==> config.mk <==
export PLATFORM = sky130hd
export DESIGN_NAME = cmp_unit
export DESIGN_NICKNAME = d
export VERILOG_FILES = /design/src/rtl/cmp_pkg.sv /design/src/rtl/cmp_subtract.sv /design/src/rtl/cmp_lane_search.sv /design/src/rtl/cmp_unit.sv
export SDC_FILE = /design/constraint.sdc
export NUM_CORES = 1
export LEC_CHECK = 0
export BUFFER_PORTS_ARGS = -buffer_cell sky130_fd_sc_hd__buf_2
export CAP_MARGIN = 15
export CORE_AREA = 5 5 84 86
export DETAILED_ROUTE_END_ITERATION = 7
export DIE_AREA = 0 0 89 91
export HOLD_SLACK_MARGIN = 0.08
export PLACE_DENSITY = 0.8
export SYNTH_ARGS = -nofsm -noshare
export SYNTH_HDL_FRONTEND = slang
export SYNTH_SLANG_ARGS = --single-unit
==> constraint.sdc <==
create_clock -name clk -period 3.2 [get_ports clk]
set_clock_uncertainty 0.1 [all_clocks]
set_input_delay 0.48 -clock clk [delete_from_list [all_inputs] [get_ports clk]]
set_output_delay 0.48 -clock clk [all_outputs]
set_load 0.005 [all_outputs]
==> src/rtl/cmp_pkg.sv <==
// Package: shared operation codes for the compare unit.
// Assumes: a 2-bit operation field driven by the instruction decoder.
package cmp_pkg;

    typedef enum logic [1:0] {
        OP_SCMP = 2'b00,
        OP_UCMP = 2'b01,
        OP_BYTE = 2'b10,
        OP_RSVD = 2'b11
    } cmp_op_e;

endpackage

==> src/rtl/cmp_subtract.sv <==
// Module: cmp_subtract
// Forms opb - opa as opb + ~opa + 1. It also produces two corrected words
// (signed and unsigned) whose top bit shows the ordering when the operand
// sign bits differ.
// Assumes: purely combinational; the parent registers the outputs.
module cmp_subtract #(
    parameter int DATA_W = 32
) (
    input  logic [DATA_W-1:0] opa,
    input  logic [DATA_W-1:0] opb,
    output logic [DATA_W-1:0] res_signed,
    output logic [DATA_W-1:0] res_unsigned
);

    localparam int MSB = DATA_W - 1;

    logic [DATA_W-1:0] diff;
    logic              sign_split;

    // Raw difference through the inverted-add path.
    always_comb begin
        diff       = opb + ~opa + {{(DATA_W-1){1'b0}}, 1'b1};
        sign_split = opa[MSB] ^ opb[MSB];
    end

    // Overwrite the top bit only when the operand signs differ.
    always_comb begin
        res_signed   = diff;
        res_unsigned = diff;
        if (sign_split) begin
            res_signed[MSB]   = opb[MSB];
            res_unsigned[MSB] = opa[MSB];
        end
    end

    // Ordering checks stated from the arithmetic, not from the bit mux.
    always_comb begin
        p_equal_sign_r1: assert (sign_split || (res_signed == opb - opa && res_unsigned == opb - opa));
        p_signed_order_r2: assert (res_signed[MSB] == ($signed(opb) < $signed(opa)));
        p_unsigned_order_r3: assert (!sign_split || (res_unsigned[MSB] == (opb < opa)));
    end

endmodule

==> src/rtl/cmp_lane_search.sv <==
// Module: cmp_lane_search
// Finds the first lane, scanning from the most significant lane downward,
// in which the two operands hold equal values. Returns a one-based index,
// or 0 when no lane matches.
// Assumes: DATA_W is a whole multiple of LANE_W; combinational.
module cmp_lane_search #(
    parameter int DATA_W = 32,
    parameter int LANE_W = 8,
    localparam int NUM_LANES = DATA_W / LANE_W,
    localparam int IDX_W = $clog2(NUM_LANES + 1)
) (
    input  logic [DATA_W-1:0] opa,
    input  logic [DATA_W-1:0] opb,
    output logic [IDX_W-1:0]  lane_idx
);

    // lane_eq[k] covers lane k counted from the top (k = 0 is the MSB lane).
    logic [NUM_LANES-1:0] lane_eq;

    for (genvar k = 0; k < NUM_LANES; k++) begin : g_lane
        localparam int LO = (NUM_LANES - 1 - k) * LANE_W;
        // Per-lane equality detector.
        assign lane_eq[k] = (opa[LO +: LANE_W] == opb[LO +: LANE_W]);
    end

    // Priority pick: the lowest k (most significant lane) wins.
    always_comb begin
        lane_idx = '0;
        for (int k = NUM_LANES - 1; k >= 0; k--) begin
            if (lane_eq[k]) lane_idx = IDX_W'(k + 1);
        end
    end

    // The reported lane really matches, and no earlier lane matches.
    always_comb begin
        if (lane_idx != '0) begin
            p_lane_match_r4: assert (opa[(NUM_LANES - int'(lane_idx)) * LANE_W +: LANE_W]
                                  == opb[(NUM_LANES - int'(lane_idx)) * LANE_W +: LANE_W]);
        end
        for (int j = 1; j <= NUM_LANES; j++) begin
            if (lane_idx == '0 || j < int'(lane_idx)) begin
                p_no_earlier_r5: assert (opa[(NUM_LANES - j) * LANE_W +: LANE_W]
                                      != opb[(NUM_LANES - j) * LANE_W +: LANE_W]);
            end
        end
    end

endmodule

==> src/rtl/cmp_unit.sv <==
// Module: cmp_unit (top)
// Selects the signed compare, unsigned compare or byte-lane search result
// according to op. The result is registered with a one-cycle valid strobe
// one clock after start.
// Assumes: synchronous active-low reset; op is held with start.
module cmp_unit #(
    parameter int DATA_W = 32,
    parameter int LANE_W = 8
) (
    input  logic              clk,
    input  logic              rst_n,
    input  logic              start,
    input  logic [1:0]        op,
    input  logic [DATA_W-1:0] opa,
    input  logic [DATA_W-1:0] opb,
    output logic [DATA_W-1:0] result,
    output logic              valid
);
    import cmp_pkg::*;

    localparam int NUM_LANES = DATA_W / LANE_W;
    localparam int IDX_W     = $clog2(NUM_LANES + 1);

    logic [DATA_W-1:0] res_s, res_u, next_res;
    logic [IDX_W-1:0]  idx;
    cmp_op_e           op_e;

    cmp_subtract #(.DATA_W(DATA_W)) i_sub (
        .opa(opa), .opb(opb), .res_signed(res_s), .res_unsigned(res_u)
    );

    cmp_lane_search #(.DATA_W(DATA_W), .LANE_W(LANE_W)) i_lane (
        .opa(opa), .opb(opb), .lane_idx(idx)
    );

    // Choose the result for the requested operation.
    always_comb begin
        op_e = cmp_op_e'(op);
        case (op_e)
            OP_SCMP: next_res = res_s;
            OP_UCMP: next_res = res_u;
            OP_BYTE: next_res = {{(DATA_W-IDX_W){1'b0}}, idx};
            default: next_res = '0;
        endcase
    end

    // Result register and valid strobe.
    always_ff @(posedge clk) begin
        if (!rst_n) begin
            result <= '0;
            valid  <= 1'b0;
        end else begin
            valid <= start;
            if (start) result <= next_res;
        end
    end

    p_valid_follows_r7: assert property (@(posedge clk) disable iff (!rst_n)
        start |=> valid);
    p_idle_hold_r7: assert property (@(posedge clk) disable iff (!rst_n)
        !start |=> (!valid && $stable(result)));
    p_reserved_zero_r6: assert property (@(posedge clk) disable iff (!rst_n)
        (start && op == 2'b11) |=> (result == '0));
    p_reset_clears_r8: assert property (@(posedge clk)
        !rst_n |=> (result == '0 && !valid));

endmodule

==> results of run 1 <==
==> worst max-delay path: cells and delay by family <==
kind | cells | cell delay (ps)
AND/OR/NAND/NOR | 4 | 430
AO/OA/AOI/OAI | 5 | 940
adder cells (fa/ha/maj) | 2 | 840
multiplexers | 1 | 150
buffers and inverters | 2 | 100
==> flip-flops by register name (all words and copies together), names as in the netlist <==
register,flops
valid,1
result,32
==> cells by family (layout without fill, tap and decap cells) <==
| kind of cell | count (synthesis) | count (layout) | synth area share [%] |
|---|---|---|---|
| AOI/OAI and AO/OA | 143 | 143 | 30.72 |
| xor gates and xnor gates | 16 | 16 | 4.444 |
| adders and majority gates | 34 | 34 | 14.21 |
| buffers and inverters | 62 | 171 | 8.373 |
| DFF | 33 | 33 | 20.95 |
| muxes | 3 | 3 | 0.9524 |
| and+or+nand+nor | 126 | 126 | 20.36 |
==> metal layers <==
| layer | vias to the layer above | track usage, % | wire [um] |
|---|---|---|---|
| met4 | 0 | 4.467 | 100 |
| met3 | 10 | 3.529 | 577 |
| li1 | 1700 | - | - |
| met2 | 100 | 35.09 | 4101 |
| met5 | - | 0 | 0 |
| met1 | 1499 | 28.37 | 3865 |
==> cell usage in the layout (no fill, tap or decap), drive strengths merged, types with 8 or more instances in the layout <==
master  netlist  layout
a21o         14      14
a21oi        41      41
buf           9     117
dfxtp        33      33
ha           31      31
inv          46      46
nand2        37      37
nand4        10      10
nor2         30      30
nor3          8       8
o21ai        32      32
xnor2        12      12
==> where the power goes <==
group,leakage (uW),internal [uW],switching (uW)
clock network,0.0000585,254,170
logic,0.00164,242,287
registers,0.000270,437,13.4
==> how the worst min path moves through the flow <==
stage / startpoint / endpoint / slack, ps / cells after the start
floorplan: result[10] / result[10] / 350 / 2
global placement: result[10] / result[10] / 340 / 2
detailed placement: result[10] / result[10] / 340 / 2
CTS: rst_n / result[2] / 350 / 2
global route: rst_n / result[30] / 360 / 2
finish: result[10] / result[10] / 350 / 2
==> metrics by stage <==
| stage | hold slack [ps] | util (%) |
|---|---|---|
| after detailed placement | 338.9 | 60.98 |
| final | 351.8 | 62.86 |
| after global placement | 337.4 | 60.98 |
| after CTS | 350.0 | 62.86 |
| after floorplan | 348.7 | - |
| after global routing | 364.4 | 62.86 |
==> final cells by class <==
| type | count | area [sq um] |
|---|---|---|
| timing repair buffer | 117 | 625.6 |
| fill | 561 | 2305 |
| multi-input combinational | 322 | 2228 |
| inverter | 46 | 172.7 |
| clock inverter | 1 | 30.03 |
| sequential | 33 | 660.6 |
| clock buffer | 7 | 86.33 |
| tap | 77 | 96.34 |
==> metrics.txt, run 1 <==
# TYPE chip_impl_metric gauge
chip_impl_info{name="cts_root_buf",value="sky130_fd_sc_hd__clkbuf_8"} 1
chip_impl_info{name="path_class",value="primary input to flop"} 1
chip_impl_metric{name="synth_cell_types",unit=""} 63
chip_impl_metric{name="worstMarginPinSlew",unit="ps"} 789.4
chip_impl_metric{name="port_buffers",unit=""} 101
chip_impl_metric{name="postCtsSetupBuffers",unit=""} 0
chip_impl_info{name="critPathLaunch",value="opa[10]"} 1
chip_impl_metric{name="postLayoutSetupSlackWorst",unit="ps"} 343.7
chip_impl_info{name="synth_top_cells_by_area",value="sky130_fd_sc_hd__dfxtp_1 (21%), sky130_fd_sc_hd__ha_1 (12%), sky130_fd_sc_hd__a21oi_1 (6.0%), sky130_fd_sc_hd__inv_1 (5.5%), sky130_fd_sc_hd__nand2_1 (4.4%)"} 1
chip_impl_metric{name="area_growth_syn_to_layout",unit="%"} 23.69
chip_impl_metric{name="postSynthRegisterBits",unit=""} 33
chip_impl_metric{name="reg_to_reg_slack_setup",unit="ps"} 2110
chip_impl_info{name="worst_path_most_repeated_cell",value="sky130_fd_sc_hd__nor2_1"} 1
chip_impl_metric{name="final.min_clock_period",unit="ps"} 2856
chip_impl_metric{name="syn_area",unit="sq um"} 3153
chip_impl_metric{name="cts.hold.buffers_added",unit=""} 0
chip_impl_metric{name="final_period_util",unit="%"} 89.26
chip_impl_metric{name="antenna_found_initial",unit=""} 0
chip_impl_metric{name="synth-edff-count",unit=""} 0
chip_impl_metric{name="clock_tree.htree_level_count",unit=""} 2
chip_impl_metric{name="average_routed_wire_per_standard_cell",unit="um"} 14.34
chip_impl_metric{name="pre_cts_setup_slack",unit="ps"} 32.19
chip_impl_info{name="crit_path_start_kind",value="primary input"} 1
chip_impl_metric{name="power-per-cell-area",unit="nW/um^2"} 359.8
chip_impl_metric{name="global_route.overflow_total",unit=""} 0
chip_impl_info{name="worst_setup_end_kind",value="flop"} 1
chip_impl_metric{name="viasPerCell",unit=""} 5.488
chip_impl_metric{name="max_cap_check_violation_count",unit=""} 0
chip_impl_info{name="synth_top_cells_by_count",value="sky130_fd_sc_hd__inv_1 (46), sky130_fd_sc_hd__a21oi_1 (38), sky130_fd_sc_hd__nand2_1 (37), sky130_fd_sc_hd__dfxtp_1 (33), sky130_fd_sc_hd__ha_1 (31)"} 1
chip_impl_metric{name="hold_viol_final",unit=""} 0
chip_impl_metric{name="slew_viol_final",unit=""} 0
chip_impl_metric{name="nNetsFinal",unit=""} 628
chip_impl_info{name="worst_r2r_startpoint",value="result[30]"} 1
chip_impl_info{name="setup.worst_path.end",value="result[31]"} 1
chip_impl_metric{name="synth_sequential_area_ratio",unit="%"} 20.95
chip_impl_metric{name="crit_path_max_incr_delay",unit="ps"} 430
chip_impl_metric{name="drive_above_1_share",unit="%"} 26.24
chip_impl_metric{name="grt_start_max_net_pins",unit=""} 18
chip_impl_metric{name="wl_final",unit="um"} 8645
chip_impl_metric{name="dp_hpwl",unit="um"} 6996
chip_impl_metric{name="initial_core_util",unit="%"} 50.82
chip_impl_info{name="synth_flop_cell",value="sky130_fd_sc_hd__dfxtp_1"} 1
chip_impl_metric{name="cts_resized",unit=""} 0
chip_impl_metric{name="dr_total_vias",unit=""} 3309
chip_impl_metric{name="height_of_the_die",unit="um"} 91
chip_impl_info{name="setup_repair_after_global_routing_missed_its_margin",value="false"} 1
chip_impl_metric{name="ys_async_sr_fraction",unit="%"} 0
chip_impl_metric{name="yosys_warnings",unit=""} 0
chip_impl_metric{name="ff2ff_path_depth",unit=""} 2
chip_impl_info{name="cts_tree",value="done"} 1
chip_impl_metric{name="cts_inserted_buffers",unit=""} 5
chip_impl_metric{name="detail_route.iter0.violations",unit=""} 175
chip_impl_metric{name="fp.dieArea",unit="sq um"} 8099
chip_impl_metric{name="fp.coreArea",unit="sq um"} 6205
chip_impl_metric{name="final_design_area_no_fill",unit="sq um"} 3900
chip_impl_metric{name="mappedNetlistNets",unit=""} 520
chip_impl_metric{name="max_slew_margin",unit="%"} 47.18
chip_impl_info{name="path_cells",value="buf_2 > inv_1 > ha_1 > nand3_4 > nor3_2 > a21oi_2 > a21bo_4 > o311ai_4 > a31oi_1 > fa_1 > mux2i_1 > nor2_1 > a21oi_1 > nor2_1"} 1
chip_impl_metric{name="clk_pin_slew_worst_paths",unit="ps"} 80
chip_impl_metric{name="dp.cells",unit=""} 595
chip_impl_metric{name="data_arrival_time_of_the_critical_path",unit="ps"} 2950
chip_impl_metric{name="post-synth-top-area-fraction",unit="%"} 20.95
chip_impl_metric{name="critical_path_required",unit="ps"} 3290
chip_impl_metric{name="antenna_violating_nets_post_route",unit=""} 0
chip_impl_metric{name="antennaDiodeCount",unit=""} 0
chip_impl_metric{name="path_max_fanout",unit=""} 7
chip_impl_info{name="synth_area_leader_cell",value="sky130_fd_sc_hd__dfxtp_1"} 1
chip_impl_metric{name="first_pass_grt_wire_length",unit="um"} 14030
chip_impl_metric{name="post_placement_cell_area",unit="sq um"} 3784
chip_impl_metric{name="floorplan.rows",unit=""} 29
chip_impl_metric{name="p_leak",unit="uW"} 0.001964
chip_impl_metric{name="max-vdd-ir-drop",unit="uV"} 182.5
chip_impl_metric{name="die_width",unit="um"} 89
chip_impl_metric{name="setup_viol",unit=""} 0
chip_impl_info{name="worstReg2RegEnd",value="result[30]"} 1
chip_impl_metric{name="overall_power",unit="uW"} 1403
chip_impl_metric{name="detail_route.drc_violations",unit=""} 0
chip_impl_metric{name="setup-tns-final",unit="ps"} 0
chip_impl_metric{name="firstDrtPassIters",unit=""} 4
chip_impl_metric{name="upper_clock_frequency_limit",unit="GHz"} 0.3501
chip_impl_metric{name="groute.usage.overall",unit="%"} 21.04
chip_impl_info{name="yosysMostFrequentCell",value="sky130_fd_sc_hd__inv_1"} 1
chip_impl_metric{name="final_std_cells_w_o_fill",unit=""} 603
chip_impl_metric{name="cts-root-to-sink-buffers",unit=""} 2
chip_impl_metric{name="cts.sink_count",unit=""} 33
chip_impl_metric{name="worst_skew_pair.late_latency",unit="ps"} 280
chip_impl_metric{name="syn-mean-instance-area",unit="sq um"} 7.561
chip_impl_info{name="outcome",value="completed"} 1
chip_impl_metric{name="global_placer_s_final_weighted_congestion",unit=""} 0.8843
chip_impl_metric{name="design.portCount",unit=""} 102
chip_impl_metric{name="grt_pass1_vias",unit=""} 3142
chip_impl_info{name="worstHoldPathType",value="flop to flop"} 1
chip_impl_metric{name="postSynthCellCount",unit=""} 417
chip_impl_info{name="critPathSlowestCell",value="sky130_fd_sc_hd__ha_1"} 1
No activity file was read; power rests on OpenSTA's default activity.
==> inputs of run 2 (changes only) <==
--- a/config.mk
+++ b/config.mk
@@ -5,13 +5,13 @@
 export SDC_FILE = /design/constraint.sdc
 export NUM_CORES = 1
 export LEC_CHECK = 0
-export BUFFER_PORTS_ARGS = -buffer_cell sky130_fd_sc_hd__buf_2
 export CAP_MARGIN = 15
-export CORE_AREA = 5 5 84 86
+export CORE_AREA = 5 5 82 84
 export DETAILED_ROUTE_END_ITERATION = 7
-export DIE_AREA = 0 0 89 91
+export DIE_AREA = 0 0 87 89
+export DONT_BUFFER_PORTS = 1
 export HOLD_SLACK_MARGIN = 0.08
-export PLACE_DENSITY = 0.8
+export PLACE_DENSITY = 0.69
 export SYNTH_ARGS = -nofsm -noshare
 export SYNTH_HDL_FRONTEND = slang
 export SYNTH_SLANG_ARGS = --single-unit
==> metrics.txt, run 2 (synthesis gave the netlist of run 1 again) <==
# TYPE chip_impl_metric gauge
chip_impl_metric{name="drive_above_1_share",unit="%"} 6.971
chip_impl_info{name="critPathLaunch",value="opa[18]"} 1
chip_impl_info{name="hold_start",value="rst_n"} 1
chip_impl_metric{name="setup_viol",unit=""} 0
chip_impl_info{name="worstHoldPathType",value="primary input to flop"} 1
chip_impl_metric{name="nNetsFinal",unit=""} 518
chip_impl_metric{name="cts.sink_count",unit=""} 33
chip_impl_metric{name="die_width",unit="um"} 87
chip_impl_metric{name="port_buffers",unit=""} 0
chip_impl_metric{name="power-per-cell-area",unit="nW/um^2"} 369.5
chip_impl_metric{name="p_leak",unit="uW"} 0.001464
chip_impl_info{name="reg_top3",value="result x32, valid x1"} 1
chip_impl_metric{name="postLayoutSetupSlackWorst",unit="ps"} 353.3
chip_impl_metric{name="max-vdd-ir-drop",unit="uV"} 210.1
chip_impl_metric{name="pre_cts_setup_slack",unit="ps"} 82.07
chip_impl_metric{name="dr_total_vias",unit=""} 2939
chip_impl_metric{name="clk_pin_slew_worst_paths",unit="ps"} 70
chip_impl_metric{name="cts_resized",unit=""} 0
chip_impl_metric{name="critical_path_required",unit="ps"} 3260
chip_impl_metric{name="grt_pass1_vias",unit=""} 2914
chip_impl_metric{name="antennaDiodeCount",unit=""} 0
chip_impl_info{name="cts_tree",value="done"} 1
chip_impl_metric{name="initial_core_util",unit="%"} 53.89
chip_impl_metric{name="firstDrtPassIters",unit=""} 4
chip_impl_metric{name="setup-tns-final",unit="ps"} 0
chip_impl_info{name="layout.cells.most_common",value="sky130_fd_sc_hd__inv_1"} 1
chip_impl_metric{name="cts.hold.buffers_added",unit=""} 0
chip_impl_metric{name="global_route.overflow_total",unit=""} 0
chip_impl_metric{name="ff2ff_path_depth",unit=""} 2
chip_impl_info{name="worst_r2r_startpoint",value="result[30]"} 1
chip_impl_metric{name="hold_viol_final",unit=""} 0
chip_impl_info{name="path_class",value="primary input to flop"} 1
chip_impl_metric{name="max_slew_margin",unit="%"} 44.10
chip_impl_metric{name="slew_viol_final",unit=""} 0
chip_impl_metric{name="antenna_violating_nets_post_route",unit=""} 0
chip_impl_metric{name="global_placer_s_final_weighted_congestion",unit=""} 0.8980
chip_impl_metric{name="fp.coreArea",unit="sq um"} 5851
chip_impl_metric{name="fp.dieArea",unit="sq um"} 7743
chip_impl_metric{name="detail_route.iter0.violations",unit=""} 127
chip_impl_metric{name="wl_final",unit="um"} 8175
chip_impl_metric{name="path_max_fanout",unit=""} 8
chip_impl_info{name="worstReg2RegEnd",value="result[30]"} 1
chip_impl_info{name="hold_end",value="result[2]"} 1
chip_impl_info{name="setup_repair_after_global_routing_missed_its_margin",value="false"} 1
chip_impl_info{name="cts_root_buf",value="sky130_fd_sc_hd__clkbuf_8"} 1
chip_impl_metric{name="worstMarginPinSlew",unit="ps"} 835.5
chip_impl_metric{name="postCtsSetupBuffers",unit=""} 0
chip_impl_metric{name="final.min_clock_period",unit="ps"} 2847
chip_impl_metric{name="grt_start_max_net_pins",unit=""} 18
chip_impl_metric{name="data_arrival_time_of_the_critical_path",unit="ps"} 2900
chip_impl_info{name="register_bank_with_the_most_flops",value="result"} 1
chip_impl_metric{name="reg_to_reg_slack_setup",unit="ps"} 2080
chip_impl_metric{name="detail_route.drc_violations",unit=""} 0
chip_impl_metric{name="design.portCount",unit=""} 102
chip_impl_info{name="worst_setup_end_kind",value="flop"} 1
chip_impl_metric{name="height_of_the_die",unit="um"} 89
chip_impl_metric{name="average_routed_wire_per_standard_cell",unit="um"} 16.65
chip_impl_metric{name="max_cap_check_violation_count",unit=""} 0
chip_impl_metric{name="groute.usage.overall",unit="%"} 21.75
chip_impl_metric{name="worst_hold_path.num_cells",unit=""} 1
chip_impl_info{name="layout.cells.most_common_list",value="sky130_fd_sc_hd__inv_1 (46), sky130_fd_sc_hd__a21oi_1 (38), sky130_fd_sc_hd__nand2_1 (37)"} 1
chip_impl_info{name="outcome",value="completed"} 1
chip_impl_metric{name="fillers",unit=""} 552
chip_impl_metric{name="largest_register_ff_count",unit=""} 32
chip_impl_metric{name="final_period_util",unit="%"} 88.96
chip_impl_metric{name="clock_tree.htree_level_count",unit=""} 2
chip_impl_info{name="crit_path_start_kind",value="primary input"} 1
chip_impl_metric{name="upper_clock_frequency_limit",unit="GHz"} 0.3513
chip_impl_metric{name="viasPerCell",unit=""} 5.986
chip_impl_metric{name="floorplan.rows",unit=""} 28
chip_impl_metric{name="dp_hpwl",unit="um"} 6540
chip_impl_metric{name="worst_skew_pair.late_latency",unit="ps"} 280
chip_impl_metric{name="first_pass_grt_wire_length",unit="um"} 13560
chip_impl_metric{name="area_growth_syn_to_layout",unit="%"} 4.484
chip_impl_metric{name="cts_inserted_buffers",unit=""} 5
chip_impl_metric{name="antenna_found_initial",unit=""} 0
chip_impl_metric{name="cts-root-to-sink-buffers",unit=""} 2
## run 2: changes by cell type in the layout (fill, tap and decap cells not counted)
| cell | change |
|---|---|
| sky130_fd_sc_hd__bufinv_16 | -1 |
| sky130_fd_sc_hd__clkinvlp_4 | +1 |
| sky130_fd_sc_hd__buf_2 | -101 |
| sky130_fd_sc_hd__clkbuf_8 | -1 |
| sky130_fd_sc_hd__buf_4 | -9 |
| sky130_fd_sc_hd__clkinv_2 | +2 |
| sky130_fd_sc_hd__clkbuf_1 | -1 |
## run 2: critical path, cell delays in order
cell                       delay, ps
sky130_fd_sc_hd__inv_1            20
sky130_fd_sc_hd__ha_1            390
sky130_fd_sc_hd__nand2_1         130
sky130_fd_sc_hd__o21ai_1         190
sky130_fd_sc_hd__a31oi_1         110
sky130_fd_sc_hd__o21ai_0         300
sky130_fd_sc_hd__nand4_1         200
sky130_fd_sc_hd__o311ai_4        120
sky130_fd_sc_hd__a31oi_1         180
sky130_fd_sc_hd__fa_1            400
sky130_fd_sc_hd__mux2i_1         150
sky130_fd_sc_hd__nor2_1           60
sky130_fd_sc_hd__a21oi_1         120
sky130_fd_sc_hd__nor2_1           60
## run 2: worst max path at each step
stage	depth (start not counted)	slack [ps]	endpoint
after floorplan	14	320	result[31]
after global placement	14	160	result[31]
after detailed placement	13	80	result[31]
after CTS	13	370	result[31]
after global routing	14	7	result[31]
final	14	350	result[31]
## run 2: cell type report
| cell class | count | area, sq um | share of cell area [%] |
|---|---|---|---|
| Clock buffer | 5 | 68.82 | 2.089 |
| Clock inverter | 3 | 17.52 | 0.5317 |
| Inverter | 46 | 172.7 | 5.241 |
| Multi-Input combinational cell | 322 | 2228 | 67.64 |
| Sequential cell | 33 | 660.6 | 20.05 |
| Tap cell | 75 | 93.84 | 2.848 |
| Timing Repair Buffer | 7 | 52.55 | 1.595 |
## run 2: power by group
| part | switching (uW) | internal [uW] | total (uW) |
|---|---|---|---|
| clock network | 168 | 150 | 318 |
| registers | 22.0 | 438 | 460 |
| logic | 254 | 185 | 439 |
## run 2: routing by layer
metal | vias up | routed length (um) | global-route usage, %
met4 | 0 | 80 | 4.958
met1 | 1354 | 3589 | 27.28
met3 | 10 | 572 | 5.069
met2 | 93 | 3931 | 37.89
li1 | 1482 | - | -
met5 | - | 0 | 0
## run 2: stage by stage
| stage | hold slack, ps | utilization [%] | instance area, sq um | power, uW | std cells |
|---|---|---|---|---|---|
| floorplan | 348.7 | - | 3153 | 815.4 | 417 |
| global placement | 369.8 | 54.83 | 3208 | 896.7 | 483 |
| detailed placement | 374.7 | 54.83 | 3208 | 904.6 | 483 |
| CTS | 216.7 | 56.31 | 3294 | 1225 | 491 |
| global route | 210.5 | 56.31 | 3294 | 1311 | 491 |
| finish | 224.0 | 56.31 | 3294 | 1217 | 491 |
==> inputs of run 3 (changes only) <==
--- a/config.mk
+++ b/config.mk
@@ -5,11 +5,13 @@
 export SDC_FILE = /design/constraint.sdc
 export NUM_CORES = 1
 export LEC_CHECK = 0
+export ABC_AREA = 1
 export CAP_MARGIN = 15
-export CORE_AREA = 5 5 82 84
+export CORE_AREA = 5 5 89 91
 export DETAILED_ROUTE_END_ITERATION = 7
-export DIE_AREA = 0 0 87 89
+export DIE_AREA = 0 0 94 96
 export DONT_BUFFER_PORTS = 1
+export GPL_TIMING_DRIVEN = 0
 export HOLD_SLACK_MARGIN = 0.08
 export PLACE_DENSITY = 0.69
 export SYNTH_ARGS = -nofsm -noshare
==> metrics.txt, run 3 <==
# TYPE chip_impl_metric gauge
chip_impl_metric{name="postCtsSetupBuffers",unit=""} 0
chip_impl_metric{name="global_route.overflow_total",unit=""} 0
chip_impl_metric{name="average_routed_wire_per_standard_cell",unit="um"} 13.49
chip_impl_metric{name="floorplan.rows",unit=""} 31
chip_impl_metric{name="groute.usage.overall",unit="%"} 23.51
chip_impl_info{name="setup_repair_after_global_routing_missed_its_margin",value="false"} 1
chip_impl_info{name="synth_top_cells_by_area",value="sky130_fd_sc_hd__nand2_1 (23%), sky130_fd_sc_hd__dfxtp_1 (18%), sky130_fd_sc_hd__inv_1 (14%), sky130_fd_sc_hd__ha_1 (10%), sky130_fd_sc_hd__a21oi_1 (7.5%)"} 1
chip_impl_metric{name="setup-tns-final",unit="ps"} 0
chip_impl_metric{name="post-synth-top-area-fraction",unit="%"} 23.06
chip_impl_metric{name="fp.coreArea",unit="sq um"} 7059
chip_impl_metric{name="area_growth_syn_to_layout",unit="%"} 5.591
chip_impl_info{name="worst_setup_end_kind",value="flop"} 1
chip_impl_info{name="reg_top3",value="result x32, valid x1"} 1
chip_impl_metric{name="upper_clock_frequency_limit",unit="GHz"} 0.3966
chip_impl_metric{name="height_of_the_die",unit="um"} 96
chip_impl_info{name="worst_path_most_repeated_cell",value="sky130_fd_sc_hd__nand2_1"} 1
chip_impl_metric{name="first_pass_grt_wire_length",unit="um"} 16880
chip_impl_metric{name="reg_to_reg_slack_setup",unit="ps"} 2320
chip_impl_metric{name="ys_async_sr_fraction",unit="%"} 0
chip_impl_metric{name="cts-root-to-sink-buffers",unit=""} 2
chip_impl_info{name="outcome",value="completed"} 1
chip_impl_metric{name="nNetsFinal",unit=""} 774
chip_impl_metric{name="clk_pin_slew_worst_paths",unit="ps"} 70
chip_impl_metric{name="max-vdd-ir-drop",unit="uV"} 137.4
chip_impl_metric{name="cts_inserted_buffers",unit=""} 5
chip_impl_metric{name="initial_core_util",unit="%"} 53.26
chip_impl_info{name="path_class",value="primary input to flop"} 1
chip_impl_metric{name="wl_final",unit="um"} 10400
chip_impl_metric{name="largest_register_ff_count",unit=""} 32
chip_impl_metric{name="yosys_warnings",unit=""} 0
chip_impl_metric{name="synth-edff-count",unit=""} 0
chip_impl_info{name="path_cells",value="inv_1 > ha_1 > nand2_2 > nor2_2 > and2_1 > nand2_1 > nand3_2 > nand2_2 > nand2_1 > a31oi_1 > fa_1 > inv_1 > nand2_1 > o211ai_1 > a21oi_1"} 1
chip_impl_info{name="synth_flop_cell",value="sky130_fd_sc_hd__dfxtp_1"} 1
chip_impl_metric{name="slew_viol_final",unit=""} 0
chip_impl_metric{name="finish.utilization",unit="%"} 56.24
chip_impl_metric{name="die_width",unit="um"} 94
chip_impl_metric{name="setup_viol",unit=""} 0
chip_impl_info{name="worstHoldPathType",value="primary input to flop"} 1
chip_impl_metric{name="max_cap_check_violation_count",unit=""} 0
chip_impl_metric{name="synth_sequential_area_ratio",unit="%"} 17.57
chip_impl_metric{name="clock_tree.htree_level_count",unit=""} 2
chip_impl_metric{name="detail_route.iter0.violations",unit=""} 165
chip_impl_metric{name="dr_total_vias",unit=""} 3839
chip_impl_metric{name="max_slew_margin",unit="%"} 66.24
chip_impl_metric{name="syn-mean-instance-area",unit="sq um"} 5.662
chip_impl_metric{name="global_placer_s_final_weighted_congestion",unit=""} 0.8998
chip_impl_metric{name="data_arrival_time_of_the_critical_path",unit="ps"} 2580
chip_impl_metric{name="cts_resized",unit=""} 0
chip_impl_metric{name="antennaDiodeCount",unit=""} 0
chip_impl_metric{name="dp_hpwl",unit="um"} 8952
chip_impl_metric{name="p_leak",unit="uW"} 0.002288
chip_impl_metric{name="syn_area",unit="sq um"} 3760
chip_impl_metric{name="final_period_util",unit="%"} 78.80
chip_impl_metric{name="postSynthRegisterBits",unit=""} 33
chip_impl_metric{name="pre_cts_setup_slack",unit="ps"} 383.0
chip_impl_metric{name="postLayoutSetupSlackWorst",unit="ps"} 678.5
chip_impl_metric{name="antenna_violating_nets_post_route",unit=""} 0
chip_impl_metric{name="power-per-cell-area",unit="nW/um^2"} 321.5
chip_impl_metric{name="worstMarginPinSlew",unit="ps"} 506.4
chip_impl_metric{name="fp.dieArea",unit="sq um"} 9024
chip_impl_metric{name="crit_path_max_incr_delay",unit="ps"} 400
chip_impl_metric{name="design.portCount",unit=""} 102
chip_impl_metric{name="port_buffers",unit=""} 0
chip_impl_metric{name="viasPerCell",unit=""} 4.979
chip_impl_metric{name="postSynthCellCount",unit=""} 664
chip_impl_metric{name="grt_start_max_net_pins",unit=""} 12
chip_impl_metric{name="detail_route.drc_violations",unit=""} 0
chip_impl_info{name="cts_root_buf",value="sky130_fd_sc_hd__clkbuf_8"} 1
chip_impl_metric{name="hold_viol_final",unit=""} 0
chip_impl_metric{name="cts.sink_count",unit=""} 33
chip_impl_metric{name="synth_cell_types",unit=""} 34
chip_impl_info{name="synth_area_leader_cell",value="sky130_fd_sc_hd__nand2_1"} 1
chip_impl_info{name="layout.cells.most_common",value="sky130_fd_sc_hd__nand2_1"} 1
chip_impl_metric{name="worst_skew_pair.late_latency",unit="ps"} 280
chip_impl_metric{name="final.min_clock_period",unit="ps"} 2521
chip_impl_metric{name="path_max_fanout",unit=""} 5
chip_impl_info{name="yosysMostFrequentCell",value="sky130_fd_sc_hd__nand2_1"} 1
chip_impl_info{name="critPathSlowestCell",value="sky130_fd_sc_hd__ha_1"} 1
chip_impl_metric{name="grt_pass1_vias",unit=""} 3706
chip_impl_info{name="layout.cells.most_common_list",value="sky130_fd_sc_hd__nand2_1 (231), sky130_fd_sc_hd__inv_1 (145), sky130_fd_sc_hd__a21oi_1 (56)"} 1
chip_impl_metric{name="mappedNetlistNets",unit=""} 767
chip_impl_metric{name="antenna_found_initial",unit=""} 0
chip_impl_info{name="register_bank_with_the_most_flops",value="result"} 1
chip_impl_info{name="synth_top_cells_by_count",value="sky130_fd_sc_hd__nand2_1 (231), sky130_fd_sc_hd__inv_1 (145), sky130_fd_sc_hd__a21oi_1 (56), sky130_fd_sc_hd__nand3_1 (37), sky130_fd_sc_hd__nor2_1 (37)"} 1
chip_impl_info{name="crit_path_start_kind",value="primary input"} 1
chip_impl_metric{name="cts.hold.buffers_added",unit=""} 0
chip_impl_info{name="cts_tree",value="done"} 1
chip_impl_metric{name="firstDrtPassIters",unit=""} 4
chip_impl_metric{name="critical_path_required",unit="ps"} 3260
chip_impl_metric{name="drive_above_1_share",unit="%"} 8.036
[run 3: routing by layer]
layer	GRT usage, %	up-vias	wire length, um
met3	3.675	20	494
li1	-	2057	-
met2	42.99	100	5096
met5	0	-	0
met4	9.025	0	327
met1	27.49	1662	4480
[run 3: worst paths after layout]
kind / cells past startpoint / from / end
max: 15 / opa[8] / result[31]
min: 2 / rst_n / result[2]
max reg2reg: 3 / result[0] / result[0]
min reg2reg: 2 / result[24] / result[24]
[run 3: cell families (layout without fill, tap and decap cells)]
family / Yosys count / in the layout / synth area share, %
and+or+nand+nor: 350 / 350 / 40.43
adders and majority gates: 34 / 34 / 11.91
AOI/OAI and AO/OA: 87 / 87 / 12.85
DFF: 33 / 33 / 17.57
xor gates and xnor gates: 2 / 2 / 0.4660
buffers and inverters: 158 / 166 / 16.77
[run 3: through the flow]
stage	std cells	area (sq um)	total power, uW	hold slack [ps]
2_1_floorplan	664	3760	847.9	359.0
3_3_place_gp	763	3884	955.4	377.6
3_5_place_dp	763	3884	963.9	379.2
4_1_cts	771	3970	1281	204.7
5_1_grt	771	3970	1377	210.3
6_report	771	3970	1276	208.2
[run 3: report_power, final]
group / leakage (uW) / total (uW) / internal (uW) / switching, uW
combinational: 0.00197 / 503 / 173 / 330
clock: 0.0000439 / 318 / 150 / 168
sequential: 0.000270 / 455 / 436 / 19.8
total: 0.00229 / 1280 / 758 / 518
[run 3: layout make-up]
cell class / instances / area [sq um]
Fill cell: 777 / 3089
Multi-Input combinational cell: 473 / 2469
Sequential cell: 33 / 660.6
Inverter: 149 / 559.3
Tap cell: 99 / 123.9
Buffer: 9 / 71.32
Clock buffer: 5 / 68.82
Clock inverter: 3 / 17.52
[run 3: critical path: cells and delay by family]
| kind | cells | cell delay, ps |
|---|---|---|
| and+or+nand+nor | 8 | 900 |
| adders and majority gates | 2 | 800 |
| AOI/OAI and AO/OA | 3 | 310 |
| buffers and inverters | 2 | 80 |
